[src/rtl/lutfsm_pkg.sv]
package lutfsm_pkg;

    // What the state/output register does at the next clock edge.
    typedef enum logic [1:0] {
        REG_CAPTURE = 2'd0,
        REG_HOLD    = 2'd1,
        REG_CLEAR   = 2'd2
    } reg_mode_e;

endpackage

[src/rtl/lutfsm_ctrl.sv]
module lutfsm_ctrl
    import lutfsm_pkg::*;
(
    input  logic      rst,
    input  logic      load_en,
    output reg_mode_e mode
);

    // Reset outranks loading; loading freezes the register.
    always_comb begin
        if (rst) begin
            mode = REG_CLEAR;
        end else if (load_en) begin
            mode = REG_HOLD;
        end else begin
            mode = REG_CAPTURE;
        end
    end

endmodule

[src/rtl/lutfsm_addr.sv]
module lutfsm_addr #(
    parameter int IN_W = 3,
    parameter int ST_W = 3,
    localparam int AW  = IN_W + ST_W
) (
    input  logic [IN_W-1:0] in_vec,
    input  logic [ST_W-1:0] cur_state,
    output logic [AW-1:0]   rd_addr
);

    // Current state occupies the low bits, inputs the high bits.
    for (genvar gs = 0; gs < ST_W; gs++) begin : g_state_bits
        assign rd_addr[gs] = cur_state[gs];
    end

    for (genvar gi = 0; gi < IN_W; gi++) begin : g_input_bits
        assign rd_addr[ST_W+gi] = in_vec[gi];
    end

endmodule

[src/rtl/lutfsm_table.sv]
module lutfsm_table #(
    parameter int AW = 6,
    parameter int WW = 7,
    localparam int DEPTH = 1 << AW
) (
    input  logic          clk,
    input  logic          wr_en,
    input  logic [AW-1:0] wr_addr,
    input  logic [WW-1:0] wr_data,
    input  logic [AW-1:0] rd_addr,
    output logic [WW-1:0] rd_data
);

    logic [WW-1:0] words_q [DEPTH];

    // Storage is not reset: its contents survive a machine reset.
    always_ff @(posedge clk) begin
        if (wr_en) begin
            words_q[wr_addr] <= wr_data;
        end
    end

    // Asynchronous read, old contents visible during a write cycle.
    always_comb begin
        rd_data = words_q[rd_addr];
    end

endmodule

[src/rtl/lutfsm_reg.sv]
module lutfsm_reg
    import lutfsm_pkg::*;
#(
    parameter int OUT_W = 4,
    parameter int ST_W  = 3,
    localparam int WW   = OUT_W + ST_W
) (
    input  logic             clk,
    input  reg_mode_e        mode,
    input  logic [WW-1:0]    word_in,
    output logic [OUT_W-1:0] out_vec,
    output logic [ST_W-1:0]  state
);

    typedef struct packed {
        logic [ST_W-1:0]  nst;
        logic [OUT_W-1:0] outs;
    } word_t;

    word_t word_d, word_q;

    always_comb begin
        word_d = word_q;
        unique case (mode)
            REG_CLEAR:   word_d = '0;
            REG_HOLD:    word_d = word_q;
            REG_CAPTURE: word_d = word_t'(word_in);
            default:     word_d = word_q;
        endcase
    end

    always_ff @(posedge clk) begin
        word_q <= word_d;
    end

    assign out_vec = word_q.outs;
    assign state   = word_q.nst;

endmodule

[src/rtl/lutfsm_top.sv]
module lutfsm_top
    import lutfsm_pkg::*;
#(
    parameter int IN_W  = 3,
    parameter int OUT_W = 4,
    parameter int ST_W  = 3,
    localparam int AW   = IN_W + ST_W,
    localparam int WW   = OUT_W + ST_W
) (
    input  logic             clk,
    input  logic             rst,
    input  logic [IN_W-1:0]  in_vec,
    input  logic             load_en,
    input  logic [AW-1:0]    load_addr,
    input  logic [WW-1:0]    load_data,
    output logic [OUT_W-1:0] out_vec,
    output logic [ST_W-1:0]  state
);

    reg_mode_e     mode;
    logic [AW-1:0] rd_addr;
    logic [WW-1:0] rd_word;

    lutfsm_ctrl u_ctrl (
        .rst     (rst),
        .load_en (load_en),
        .mode    (mode)
    );

    lutfsm_addr #(
        .IN_W (IN_W),
        .ST_W (ST_W)
    ) u_addr (
        .in_vec    (in_vec),
        .cur_state (state),
        .rd_addr   (rd_addr)
    );

    lutfsm_table #(
        .AW (AW),
        .WW (WW)
    ) u_table (
        .clk     (clk),
        .wr_en   (load_en),
        .wr_addr (load_addr),
        .wr_data (load_data),
        .rd_addr (rd_addr),
        .rd_data (rd_word)
    );

    lutfsm_reg #(
        .OUT_W (OUT_W),
        .ST_W  (ST_W)
    ) u_reg (
        .clk     (clk),
        .mode    (mode),
        .word_in (rd_word),
        .out_vec (out_vec),
        .state   (state)
    );

endmodule

[config.mk]
export PLATFORM = sky130hd
export DESIGN_NAME = lutfsm_top
export DESIGN_NICKNAME = d
export VERILOG_FILES = /design/src/rtl/lutfsm_pkg.sv /design/src/rtl/lutfsm_ctrl.sv /design/src/rtl/lutfsm_addr.sv /design/src/rtl/lutfsm_table.sv /design/src/rtl/lutfsm_reg.sv /design/src/rtl/lutfsm_top.sv
export SDC_FILE = /design/constraint.sdc
export NUM_CORES = 1
export LEC_CHECK = 0
export BUFFER_PORTS_ARGS = -buffer_cell sky130_fd_sc_hd__buf_4
export CAP_MARGIN = 20
export CORE_MARGIN = 2
export CORE_UTILIZATION = 30
export CTS_BUF_LIST = sky130_fd_sc_hd__clkbuf_8
export DETAILED_ROUTE_END_ITERATION = 10
export PLACE_DENSITY_LB_ADDON = 0.12
export RECOVER_POWER = 50
export SYNTH_ARGS = -nofsm -noshare
export SYNTH_HDL_FRONTEND = slang
export SYNTH_SLANG_ARGS = --single-unit
[constraint.sdc]
create_clock -name clk -period 5 [get_ports clk]
set_input_delay 1 -clock clk [delete_from_list [all_inputs] [get_ports clk]]
set_output_delay 1 -clock clk [all_outputs]
set_load 0.05 [all_outputs]
======== Yosys cells after proc, flatten, opt, wreduce, memory -nomap -nowiden ========
Memories as Yosys holds them, arrays and structs flattened.
Cells that the tools add are included.
word-level totals
  register bits ........................... 7
  bits in latches ......................... 0
  bits in writable memories ............... 448
  memory bits (read-only) ................. 0
  bits of input ports ..................... 19
  output and inout bits ................... 7
  logic and storage cells ................. 11
  memories kept ........................... 1
cells by class
  add/sub/neg operators ................... 0
  $mul .................................... 0
  div/mod/pow operators ................... 0
  order comparisons ....................... 0
  equality and inequality tests ........... 1
  shift-type cells ........................ 0
  multiplexer cells ....................... 5
  bitwise logic cells ..................... 0
  reductions and logical operators ........ 2
memory list
  memory           words  bits a word  read ports  clocked after Yosys merged registers in  wr ports  RTL line            source
  u_table.words_q  64     7            1           0                                        1         lutfsm_table.sv:14  logic [WW-1:0] words_q [DEPTH];
operator list
  operator            number
  $pmux 7 s2          1
  $mux 1              3
  $eq 2x2->1 const B  1
  $logic_not 2->1     1
  $mux 2              1
  $reduce_bool 2->1   1

======== Logic depth before layout (Yosys ltp) ========
Gate-level depths: netlist (run 1).
  depth after elaboration ................. 4
  gate-level depth with buffers ........... 9

======== By module ========
From an unflattened synthesis (run 1), not the netlist that was laid out.
second synthesis, totals
  cell total of the unflattened synthesis .. 844
  area, all modules ....................... 17839.6 µm²
modules (own cells, without submodules)
  module        instances  cells an instance  area an instance (µm²)  sequential area each (µm²)
  lutfsm_table  1          820                17495.5                 13452.9
  lutfsm_reg    1          16                 277.8                   210.2
  lutfsm_addr   1          6                  45.0                    0.0
  lutfsm_ctrl   1          2                  21.3                    0.0

======== Least setup slack after synthesis (run 1) ========
OpenSTA, ideal clock, no wires.
  path type ............................... input to register
  start point ............................. in load_addr[3]
  end point ............................... mem u_table.words_q[35][0] (enable)
  setup time .............................. 360 ps
  arrival time ............................ 2107 ps
  data required time ...................... 4640 ps
  setup slack ............................. 2533 ps
  cell stages on the path ................. 4
  cells stage by stage .................... clkbuf_1 or3b_2 clkbuf_1 nor2_1
RTL lines
  item                RTL line            source
  start: declaration  lutfsm_top.sv:14    input logic [AW-1:0] load_addr,
  end: declaration    lutfsm_table.sv:14
No word-level cell before the write port.

======== Final worst setup path (run 1) ========
  start point ............................. in load_data[6]
  end point ............................... mem u_table.words_q[52][6] (data pin)
RTL lines
  item                RTL line          source
  start: declaration  lutfsm_top.sv:15  input logic [WW-1:0] load_data,
No word-level cell before the write port.

==> impl_metrics.py, run 1 <==
metrics = {
    "grt": {
        "first_global_vias": 8989,
        "grt_remaining_overflow": 0,
        "grt_pass1_wl_um": 65700,
        "grt_max_degree": 80,
        "gr-usage-all-layers": 0.153,
        "antenna_found_initial": 4,
    },
    "critical_path": {
        "r2r_start": "u_reg.state[0]",
        "path_cells": "clkbuf_1",
        "cp-start-kind": "input pin",
        "critical_path_buf_inv_count": 1,
        "worstSetupStartpoint": "load_data[6]",
        "critPathTopFamily": "buffers and inverters",
        "crit_slowest_cell": "clkbuf_1",
        "worstPathRequired_ns": 4.96,
        "cp.arrival_ns": 3.42,
        "critical-path-max-stage-delay_ns": 2.34,
        "critical_path_class": "input pin to register",
        "critical_path.max_fanout": 64,
        "endpoint_kind": "register",
    },
    "timing": {
        "tns_ns": 0,
        "hold_slack_ns": 0.807,
        "rsz0062_at_grt": "false",
        "clock_skew_ns": 0.0290,
        "fin_crit_sh": 0.692,
        "finalSetupViolCount": 0,
        "fin_ws_ns": 1.54,
        "hold_viol_final": 0,
        "timing.final.max_slew_violations": 455,
        "max_slew.worst_pin.slew_ns": 3.39,
        "max_freq_ghz": 0.289,
        "maxSlewHeadroom": -1.26,
        "finalCriticalPeriod_ns": 3.46,
    },
    "floorplan": {
        "core_area_mm2": 0.0588,
        "die_w_um": 248,
        "die_area_mm2": 0.0613,
        "start_util": 0.303,
        "die_h_um": 248,
        "ios": 26,
        "num_rows": 89,
    },
    "cells_and_area": {
        "drive_above_1_share": 0.247,
        "final_cells": 1750,
        "layout.nets": 933,
        "area_growth_pct": 13.7,
        "multiInputGateArea_mm2": 0.00384,
        "fillers": 5528,
        "seqCellArea_mm2": 0.0137,
    },
    "pwr": {
        "p_per_area_mw_per_mm2": 398,
        "ir_drop_v": 0.000164,
        "p_leak_nw": 6.16,
    },
    "clocking": {
        "numCtsBuffers": 79,
        "cts_hold_buf": 0,
        "cts_setup_buffers": 0,
        "cts-root-buf": "clkbuf_8",
        "cts_num_sinks": 455,
        "cts_tree": "yes",
        "clockBufferDepth": 3,
        "ctsResizeCount": 0,
        "insertion_delay_ns": 0.66,
        "htreeDepth": 3,
        "clk_pin_slew_worst_paths_ns": 0.06,
    },
    "route": {
        "drt-pass1-iter-count": 5,
        "vias": 8493,
        "drt_iter0_markers": 693,
        "drc": 0,
        "vias_per_cell": 4.85,
        "ant_nets": 0,
        "routed_wl_um": 45500,
        "routedWlPerCell_um": 26.0,
    },
    "yosys": {
        "synth.largest_area_cell": "edfxtp_1",
        "ys_top_cells_by_area": "edfxtp_1, mux4_2, mux2i_1, nor2_1, a221oi_1",
        "synth_top_area_frac": 0.768,
        "ys.flop_type": "edfxtp_1",
        "postSynth.asyncResetShare": 0,
        "synthTopCellsByCount": "edfxtp_1, mux4_2, nor2_1, mux2i_1, nand2_1",
        "netlist_instances": 841,
        "yosysMostFrequentCell": "edfxtp_1",
        "yosys_warnings": 0,
        "synth_cell_type_count": 37,
        "synth_seq_area_share": 0.768,
        "synth-edff-count": 455,
        "synth_nets": 860,
        "synth_seq_cells": 455,
        "syn_avg_cell_area_um2": 21.2,
        "synthesis.area_mm2": 0.0178,
    },
    "min_path": {
        "worstHoldStart": "load_addr[0]",
        "min_path_type": "input pin to register",
    },
    "placement": {
        "dp_hpwl_um": 26800,
        "dp_slack_ns": 1.84,
        "io_buffers": 25,
        "place_inst": 1604,
        "place.gp.congestion": 0.768,
    },
    "run": {
        "cap_violations": 7,
    },
    "status": {
        "violations": "capacitance limit, slew limit",
        "status": "finished with violations",
    },
}
-- kinds of logic (layout without fill, tap and decap cells) --
logic type	count (synthesis)	in the layout	share of synthesized area
other cells	0	1	0
flops	455	455	0.768
compound gates	50	50	0.0203
buf+inv	44	179	0.0162
simple gates	144	144	0.0361
mux	148	148	0.159
-- through the flow --
stage	instance area, µm²	utilization	power, W
final	20200	0.344	0.00804
after global routing	20200	0.344	0.00837
after CTS	20200	0.344	0.00816
after detailed placement	18800	0.319	0.00494
after global placement	18800	0.319	0.00494
after floorplan	17800	-	0.00469
-- area by class of cell --
cell class	count	area share
repair buffers	35	0.0143
clock buffers	82	0.0558
diodes	1	0.000124
multi-input cells	342	0.190
inverters	1	0.000186
flip-flops and latches	455	0.676
clock inverters	61	0.0165
well taps	773	0.0478
-- state kept, by name, summed over array words and instances, names as in the netlist --
name and flops:
u_table.words_q 448, u_reg.out_vec 4, u_reg.state 3
-- report_power, final --
part           total (W)  internal [W]  switching (W)
Combinational   0.000589      0.000222       0.000367
Sequential       0.00426       0.00424      0.0000173
Clock            0.00319       0.00168        0.00152
-- placed cells by master, fill, tap and decap left out, types with 6 or more instances in the layout --
| cell type | count |
|---|---|
| edfxtp_1 | 455 |
| nand2b_1 | 6 |
| a221oi_1 | 15 |
| nor2b_1 | 6 |
| mux2i_1 | 31 |
| a22oi_1 | 6 |
| mux4_2 | 107 |
| nand3_1 | 11 |
| nor2_1 | 74 |
| nand2_1 | 26 |
| o21ai_0 | 10 |
| clkinv_2 | 8 |
| inv_1 | 28 |
| mux2_2 | 9 |
| clkbuf_1 | 9 |
| nor3_1 | 7 |
| clkbuf_8 | 82 |
| buf_4 | 19 |
| clkinv_1 | 19 |
-- routing by layer --
| metal | track usage | wire, µm |
|---|---|---|
| met5 | 0 | 26 |
| met3 | 0.0411 | 2650 |
| met1 | 0.212 | 20600 |
| met4 | 0.0439 | 1050 |
| met2 | 0.237 | 21200 |
-- final timing paths --
path / end / slack [ns] / cells past startpoint
max: u_table.words_q[52][6] / 1.54 / 1
min: u_table.words_q[40][1] / 0.81 / 2
max reg2reg: u_reg.out_vec[2] / 2.04 / 6
min reg2reg: u_reg.state[2] / 0.86 / 4
No activity file was read; power rests on OpenSTA's default activity.
==> run 2, diff against run 1 <==
--- a/config.mk
+++ b/config.mk
@@ -5,6 +5,7 @@
 export SDC_FILE = /design/constraint.sdc
 export NUM_CORES = 1
 export LEC_CHECK = 0
+export ABC_AREA = 1
 export BUFFER_PORTS_ARGS = -buffer_cell sky130_fd_sc_hd__buf_4
 export CAP_MARGIN = 20
 export CORE_MARGIN = 2
==> constraint.sdc (replaced) <==
create_clock -name clk -period 3.5 [get_ports clk]
set_input_delay 0.7 -clock clk [delete_from_list [all_inputs] [get_ports clk]]
set_output_delay 0.7 -clock clk [all_outputs]
set_load 0.05 [all_outputs]
==> impl_metrics.py, run 2 <==
metrics = {
    "status": {
        "status": "finished with violations",
        "violations": "capacitance limit, slew limit",
    },
    "floorplan": {
        "die_h_um": 254,
        "die_w_um": 254,
        "start_util": 0.303,
        "num_rows": 91,
        "core_area_mm2": 0.0616,
        "ios": 26,
        "die_area_mm2": 0.0643,
    },
    "pwr": {
        "ir_drop_v": 0.000334,
        "seq_power_share": 0.527,
        "p_per_area_mw_per_mm2": 550,
        "p_comb_frac": 0.089,
        "p_int_w": 0.00857,
        "p_leak_nw": 7.39,
        "swShare": 0.256,
        "p_sw_w": 0.00294,
        "p_clk_frac": 0.384,
    },
    "yosys": {
        "yosysMostFrequentCell": "nand2_1",
        "postSynth.asyncResetShare": 0,
        "ys.flop_type": "edfxtp_1",
        "synthesis.area_mm2": 0.0187,
        "synthTopCellsByCount": "nand2_1, edfxtp_1, nand3_1, nor2_1, buf_2",
        "synth_nets": 1626,
        "synth_seq_area_share": 0.731,
        "syn_avg_cell_area_um2": 11.6,
        "synth_top_area_frac": 0.731,
        "synth-edff-count": 455,
        "yosys_warnings": 0,
        "ys_top_cells_by_area": "edfxtp_1, nand2_1, nand3_1, nor2_1, buf_2",
        "synth_seq_cells": 455,
        "synth.largest_area_cell": "edfxtp_1",
        "netlist_instances": 1607,
        "synth_cell_type_count": 16,
    },
    "cells_and_area": {
        "area_growth_pct": 12.0,
        "fillers": 6261,
        "seqCellArea_mm2": 0.0137,
        "multiInputGateArea_mm2": 0.00439,
        "largest-register": "u_table.words_q",
        "final_area_mm2": 0.0209,
        "final_cell_mix": "nand2_1, edfxtp_1, nand3_1",
        "final_common_cell": "nand2_1",
        "largest_reg_flops": 448,
        "postLayoutCoreUtil": 0.340,
        "final_cells": 2523,
        "diodes": 0,
        "drive_above_1_share": 0.0819,
        "layout.nets": 1654,
    },
    "placement": {
        "place_area_mm2": 0.0196,
        "dp_hpwl_um": 29000,
        "place_inst": 2392,
        "io_buffers": 25,
        "place.gp.congestion": 0.783,
    },
    "critical_path": {
        "critical-path-max-stage-delay_ns": 0.66,
        "critical_path_class": "register to output pin",
        "cp.arrival_ns": 2.38,
        "r2r_start": "u_reg.state[0]",
        "endpoint_kind": "output pin",
        "r2r_cells": 10,
        "cp-start-kind": "register",
        "path_cells": "buf_12, buf_4",
        "rrSetupSlack_ns": 0.94,
        "critical_path.max_fanout": 225,
        "worstPathRequired_ns": 2.80,
        "crit_slowest_cell": "buf_12",
        "reg2reg_to": "u_reg.state[2]",
    },
    "route": {
        "routed_wl_um": 53000,
        "routedWlPerCell_um": 21.0,
        "drc": 0,
        "ant_nets": 0,
        "drt_iter0_markers": 993,
        "vias_per_cell": 4.72,
        "vias": 11900,
        "drt-pass1-iter-count": 7,
    },
    "min_path": {
        "worstHoldStart": "in_vec[2]",
        "hold_depth": 3,
        "hold_end": "u_reg.out_vec[2]",
        "min_path_type": "input pin to register",
    },
    "clocking": {
        "insertion_delay_ns": 0.65,
        "cts_tree": "yes",
        "cts_hold_buf": 0,
        "numCtsBuffers": 78,
        "cts_setup_buffers": 0,
        "cts_num_sinks": 455,
        "clockBufferDepth": 3,
        "clk_pin_slew_worst_paths_ns": 0.06,
        "ctsResizeCount": 0,
        "cts-root-buf": "clkbuf_8",
        "htreeDepth": 3,
    },
    "run": {
        "cap_violations": 7,
    },
    "timing": {
        "rsz0062_at_grt": "false",
        "fin_crit_sh": 0.879,
        "tns_ns": 0,
        "finalSetupViolCount": 0,
        "max_slew.worst_pin.slew_ns": 1.80,
        "hold_viol_final": 0,
        "max_freq_ghz": 0.325,
        "maxSlewHeadroom": -0.198,
        "finalCriticalPeriod_ns": 3.08,
        "clock_skew_ns": 0.0269,
        "timing.final.max_slew_violations": 455,
        "hold_slack_ns": 0.536,
    },
    "grt": {
        "grt_remaining_overflow": 0,
        "gr-usage-all-layers": 0.168,
        "grt_pass1_wl_um": 79100,
        "first_global_vias": 12100,
        "grt_max_degree": 226,
        "antenna_found_initial": 1,
    },
}
run 2: cell count changes after synthesis, moves of 15 or more:
cell and delta:
nand2_1 +543, nand3_1 +373, mux4_2 -107, mux2i_1 -31, buf_2 +30, inv_1 +19, buf_4 +18, a221oi_1 -15
run 2: final cells by class:
cell class / instances / share of cell area
Sequential cell: 455 / 0.653
Multi-Input combinational cell: 1035 / 0.210
Clock buffer: 81 / 0.0533
Tap cell: 837 / 0.0500
Timing Repair Buffer: 44 / 0.0176
Clock inverter: 50 / 0.0124
Inverter: 21 / 0.00407
run 2: kinds of logic after synthesis:
| kind of cell | share of synthesized area |
|---|---|
| simple gates | 0.233 |
| compound gates | 0.00187 |
| flops | 0.731 |
| buf+inv | 0.0339 |
run 2: critical path, delay by kind of cell (launching register included):
| kind | cells | cell delay [ns] |
|---|---|---|
| buffers and inverters | 2 | 1.01 |
| flip-flops | 1 | 0.46 |
run 2: layer usage:
layer,vias up,routed length (µm),global-route usage
li1,5680,-,-
met3,95,3200,0.0330
met2,343,23100,0.249
met1,5795,25300,0.243
met5,-,13,0
met4,2,1380,0.0626
run 2: how the worst max path moves through the flow:
stage                     slack [ns]  cells past startpoint      startpoint                      to
after floorplan                 1.49                      3         load_en  u_table.words_q[48][0]
after global placement          0.77                      4    load_addr[3]  u_table.words_q[36][0]
after detailed placement        0.81                      4    load_addr[3]  u_table.words_q[36][0]
after CTS                       0.39                      2  u_reg.state[0]                state[0]
after global routing            0.28                      2  u_reg.state[0]                state[0]
final                           0.42                      2  u_reg.state[0]                state[0]
run 2: power groups by stage:
stage | sequential [W] | combinational, W | clock, W
detailed placement | 0.00618 | 0.00105 | 0
global route | 0.00607 | 0.00114 | 0.00478
finish | 0.00607 | 0.00102 | 0.00442
CTS | 0.00606 | 0.00105 | 0.00457
global placement | 0.00618 | 0.00105 | 0
floorplan | 0.00619 | 0.000618 | 0
run 2: stage by stage:
step | power, W | setup slack [ns]
after floorplan | 0.00681 | 1.49
after global placement | 0.00723 | 0.773
after detailed placement | 0.00722 | 0.807
after CTS | 0.0117 | 0.394
after global routing | 0.0120 | 0.279
final | 0.0115 | 0.423
==> run 3, diff against run 2 <==
==> constraint.sdc (replaced) <==
create_clock -name clk -period 2.77 [get_ports clk]
set_input_delay 0.554 -clock clk [delete_from_list [all_inputs] [get_ports clk]]
set_output_delay 0.554 -clock clk [all_outputs]
set_load 0.05 [all_outputs]
==> impl_metrics.py, run 3 (synthesized netlist as in run 2, its figures left out) <==
metrics = {
    "clocking": {
        "cts_hold_buf": 0,
        "cts_num_sinks": 455,
        "cts-root-buf": "clkbuf_8",
        "ctsResizeCount": 0,
        "clockBufferDepth": 3,
        "numCtsBuffers": 80,
        "clk_pin_slew_worst_paths_ns": 0.06,
        "cts_tree": "yes",
        "insertion_delay_ns": 0.65,
        "cts_setup_buffers": 0,
        "htreeDepth": 3,
    },
    "cells_and_area": {
        "final_common_cell": "nand2_1",
        "fillers": 6188,
        "multiInputGateArea_mm2": 0.00439,
        "postLayoutCoreUtil": 0.350,
        "diodes": 0,
        "final_cell_mix": "nand2_1, edfxtp_1, nand3_1",
        "seqCellArea_mm2": 0.0137,
        "area_growth_pct": 15.2,
        "drive_above_1_share": 0.121,
        "layout.nets": 1729,
        "largest_reg_flops": 448,
        "largest-register": "u_table.words_q",
    },
    "critical_path": {
        "critical_path_buf_inv_count": 2,
        "crit_slowest_cell": "clkbuf_1",
        "critical_path_class": "input pin to register",
        "cp-start-kind": "input pin",
        "cp.arrival_ns": 2.94,
        "endpoint_kind": "register",
        "critPathTopFamily": "buffers and inverters",
        "worstSetupStartpoint": "load_data[6]",
        "r2r_cells": 9,
        "rrSetupSlack_ns": 0.30,
        "critical_path.max_fanout": 41,
        "worstPathRequired_ns": 3.20,
        "critical-path-max-stage-delay_ns": 1.78,
        "r2r_start": "u_reg.state[0]",
        "reg2reg_to": "u_reg.state[1]",
        "path_cells": "clkbuf_1, clkbuf_2",
        "cp-endpoint": "u_table.words_q[6][6]",
        "cp.depth": 2,
    },
    "timing": {
        "tns_ns": 0,
        "timing.final.max_slew_violations": 367,
        "hold_viol_final": 0,
        "finalSetupViolCount": 0,
        "max_slew.worst_pin.slew_ns": 2.57,
        "fin_crit_sh": 0.905,
        "maxSlewHeadroom": -0.715,
        "finalCriticalPeriod_ns": 2.51,
        "rsz0062_at_grt": "false",
        "max_freq_ghz": 0.399,
        "clock_skew_ns": 0.0227,
    },
    "floorplan": {
        "num_rows": 91,
        "ios": 26,
        "die_w_um": 254,
        "core_area_mm2": 0.0616,
        "start_util": 0.303,
        "die_h_um": 254,
        "die_area_mm2": 0.0643,
    },
    "route": {
        "vias": 12400,
        "top_layer": "met5",
        "wl_met2_um": 25200,
        "wl_met1_um": 25000,
        "routedWlPerCell_um": 20.8,
        "drt-pass1-iter-count": 5,
        "drt_iter0_markers": 1073,
        "met3_length_um": 2960,
        "vias_per_cell": 4.75,
        "ant_nets": 0,
        "routed_wl_um": 54200,
        "drc": 0,
    },
    "grt": {
        "first_global_vias": 12500,
        "grt_pass1_wl_um": 80700,
        "grt_max_degree": 114,
        "grt_remaining_overflow": 0,
        "gr-usage-all-layers": 0.171,
        "antenna_found_initial": 1,
    },
    "min_path": {
        "min_path_type": "input pin to register",
    },
    "run": {
        "cap_violations": 6,
    },
    "pwr": {
        "p_per_area_mw_per_mm2": 675,
        "ir_drop_v": 0.000367,
        "p_leak_nw": 7.79,
    },
    "placement": {
        "io_buffers": 25,
        "dp_hpwl_um": 31100,
        "place.gp.congestion": 0.750,
    },
    "status": {
        "status": "finished with violations",
        "violations": "capacitance limit, slew limit",
    },
}
==> run 3: cell count changes in the layout (fill, tap and decap cells not counted), sizes merged <==
cell	previous run	this run
clkinv	17	25
buf	35	105
clkinvlp	4	3
inv	48	46
clkbuf	90	97
bufinv	2	0
==> run 3: report_power, final <==
group	total, W	internal (W)	switching [W]
Clock	0.00551	0.00281	0.00270
Sequential	0.00767	0.00765	0.0000270
Combinational	0.00135	0.000352	0.000997
==> run 3: cell type report <==
cell class / instances / share of cell area
clock buffer: 85 / 0.0543
tap: 837 / 0.0486
inverter: 21 / 0.00395
multi-input combinational: 1035 / 0.204
sequential: 455 / 0.634
clock inverter: 53 / 0.0102
timing repair buffer: 117 / 0.0446
==> run 3: metal layers <==
metal | vias to the layer above | track usage
met5 | - | 0
met4 | 2 | 0.0546
met3 | 73 | 0.0305
met2 | 334 | 0.274
met1 | 6107 | 0.237
li1 | 5844 | -
==> run 3: tightest hold or removal path: cells and delay by family <==
kind	cells	cell delay [ns]
and+or+nand+nor	1	0.09
buffers and inverters	1	0.17
AOI/OAI and AO/OA	1	0.05
==> run 3: worst min-delay path by stage <==
| stage | start | to | slack (ns) | depth (start not counted) |
|---|---|---|---|---|
| final | in_vec[2] | u_reg.out_vec[1] | 0.40 | 3 |
| after global routing | in_vec[2] | u_reg.state[0] | 0.39 | 3 |
| after CTS | in_vec[2] | u_reg.out_vec[1] | 0.33 | 3 |
| after detailed placement | u_table.words_q[50][5] | u_reg.state[1] | 0.98 | 8 |
| after global placement | u_table.words_q[50][5] | u_reg.state[1] | 1.01 | 8 |
| after floorplan | load_data[0] | u_table.words_q[0][0] | 0.65 | 0 |
==> run 3: through the flow <==
| step | worst slack [ns] | cell area, µm² | hold slack [ns] | power (W) | cells |
|---|---|---|---|---|---|
| 3_5_place_dp | 0.286 | 20200 | 0.983 | 0.00919 | 2465 |
| 4_1_cts | 0.216 | 21600 | 0.334 | 0.0148 | 2603 |
| 6_report | 0.263 | 21500 | 0.403 | 0.0145 | 2603 |
| 3_3_place_gp | 0.306 | 20200 | 1.01 | 0.00920 | 2465 |
| 2_1_floorplan | 0.844 | 18700 | 0.653 | 0.00860 | 1607 |
| 5_1_grt | 0.104 | 21500 | 0.388 | 0.0152 | 2603 |
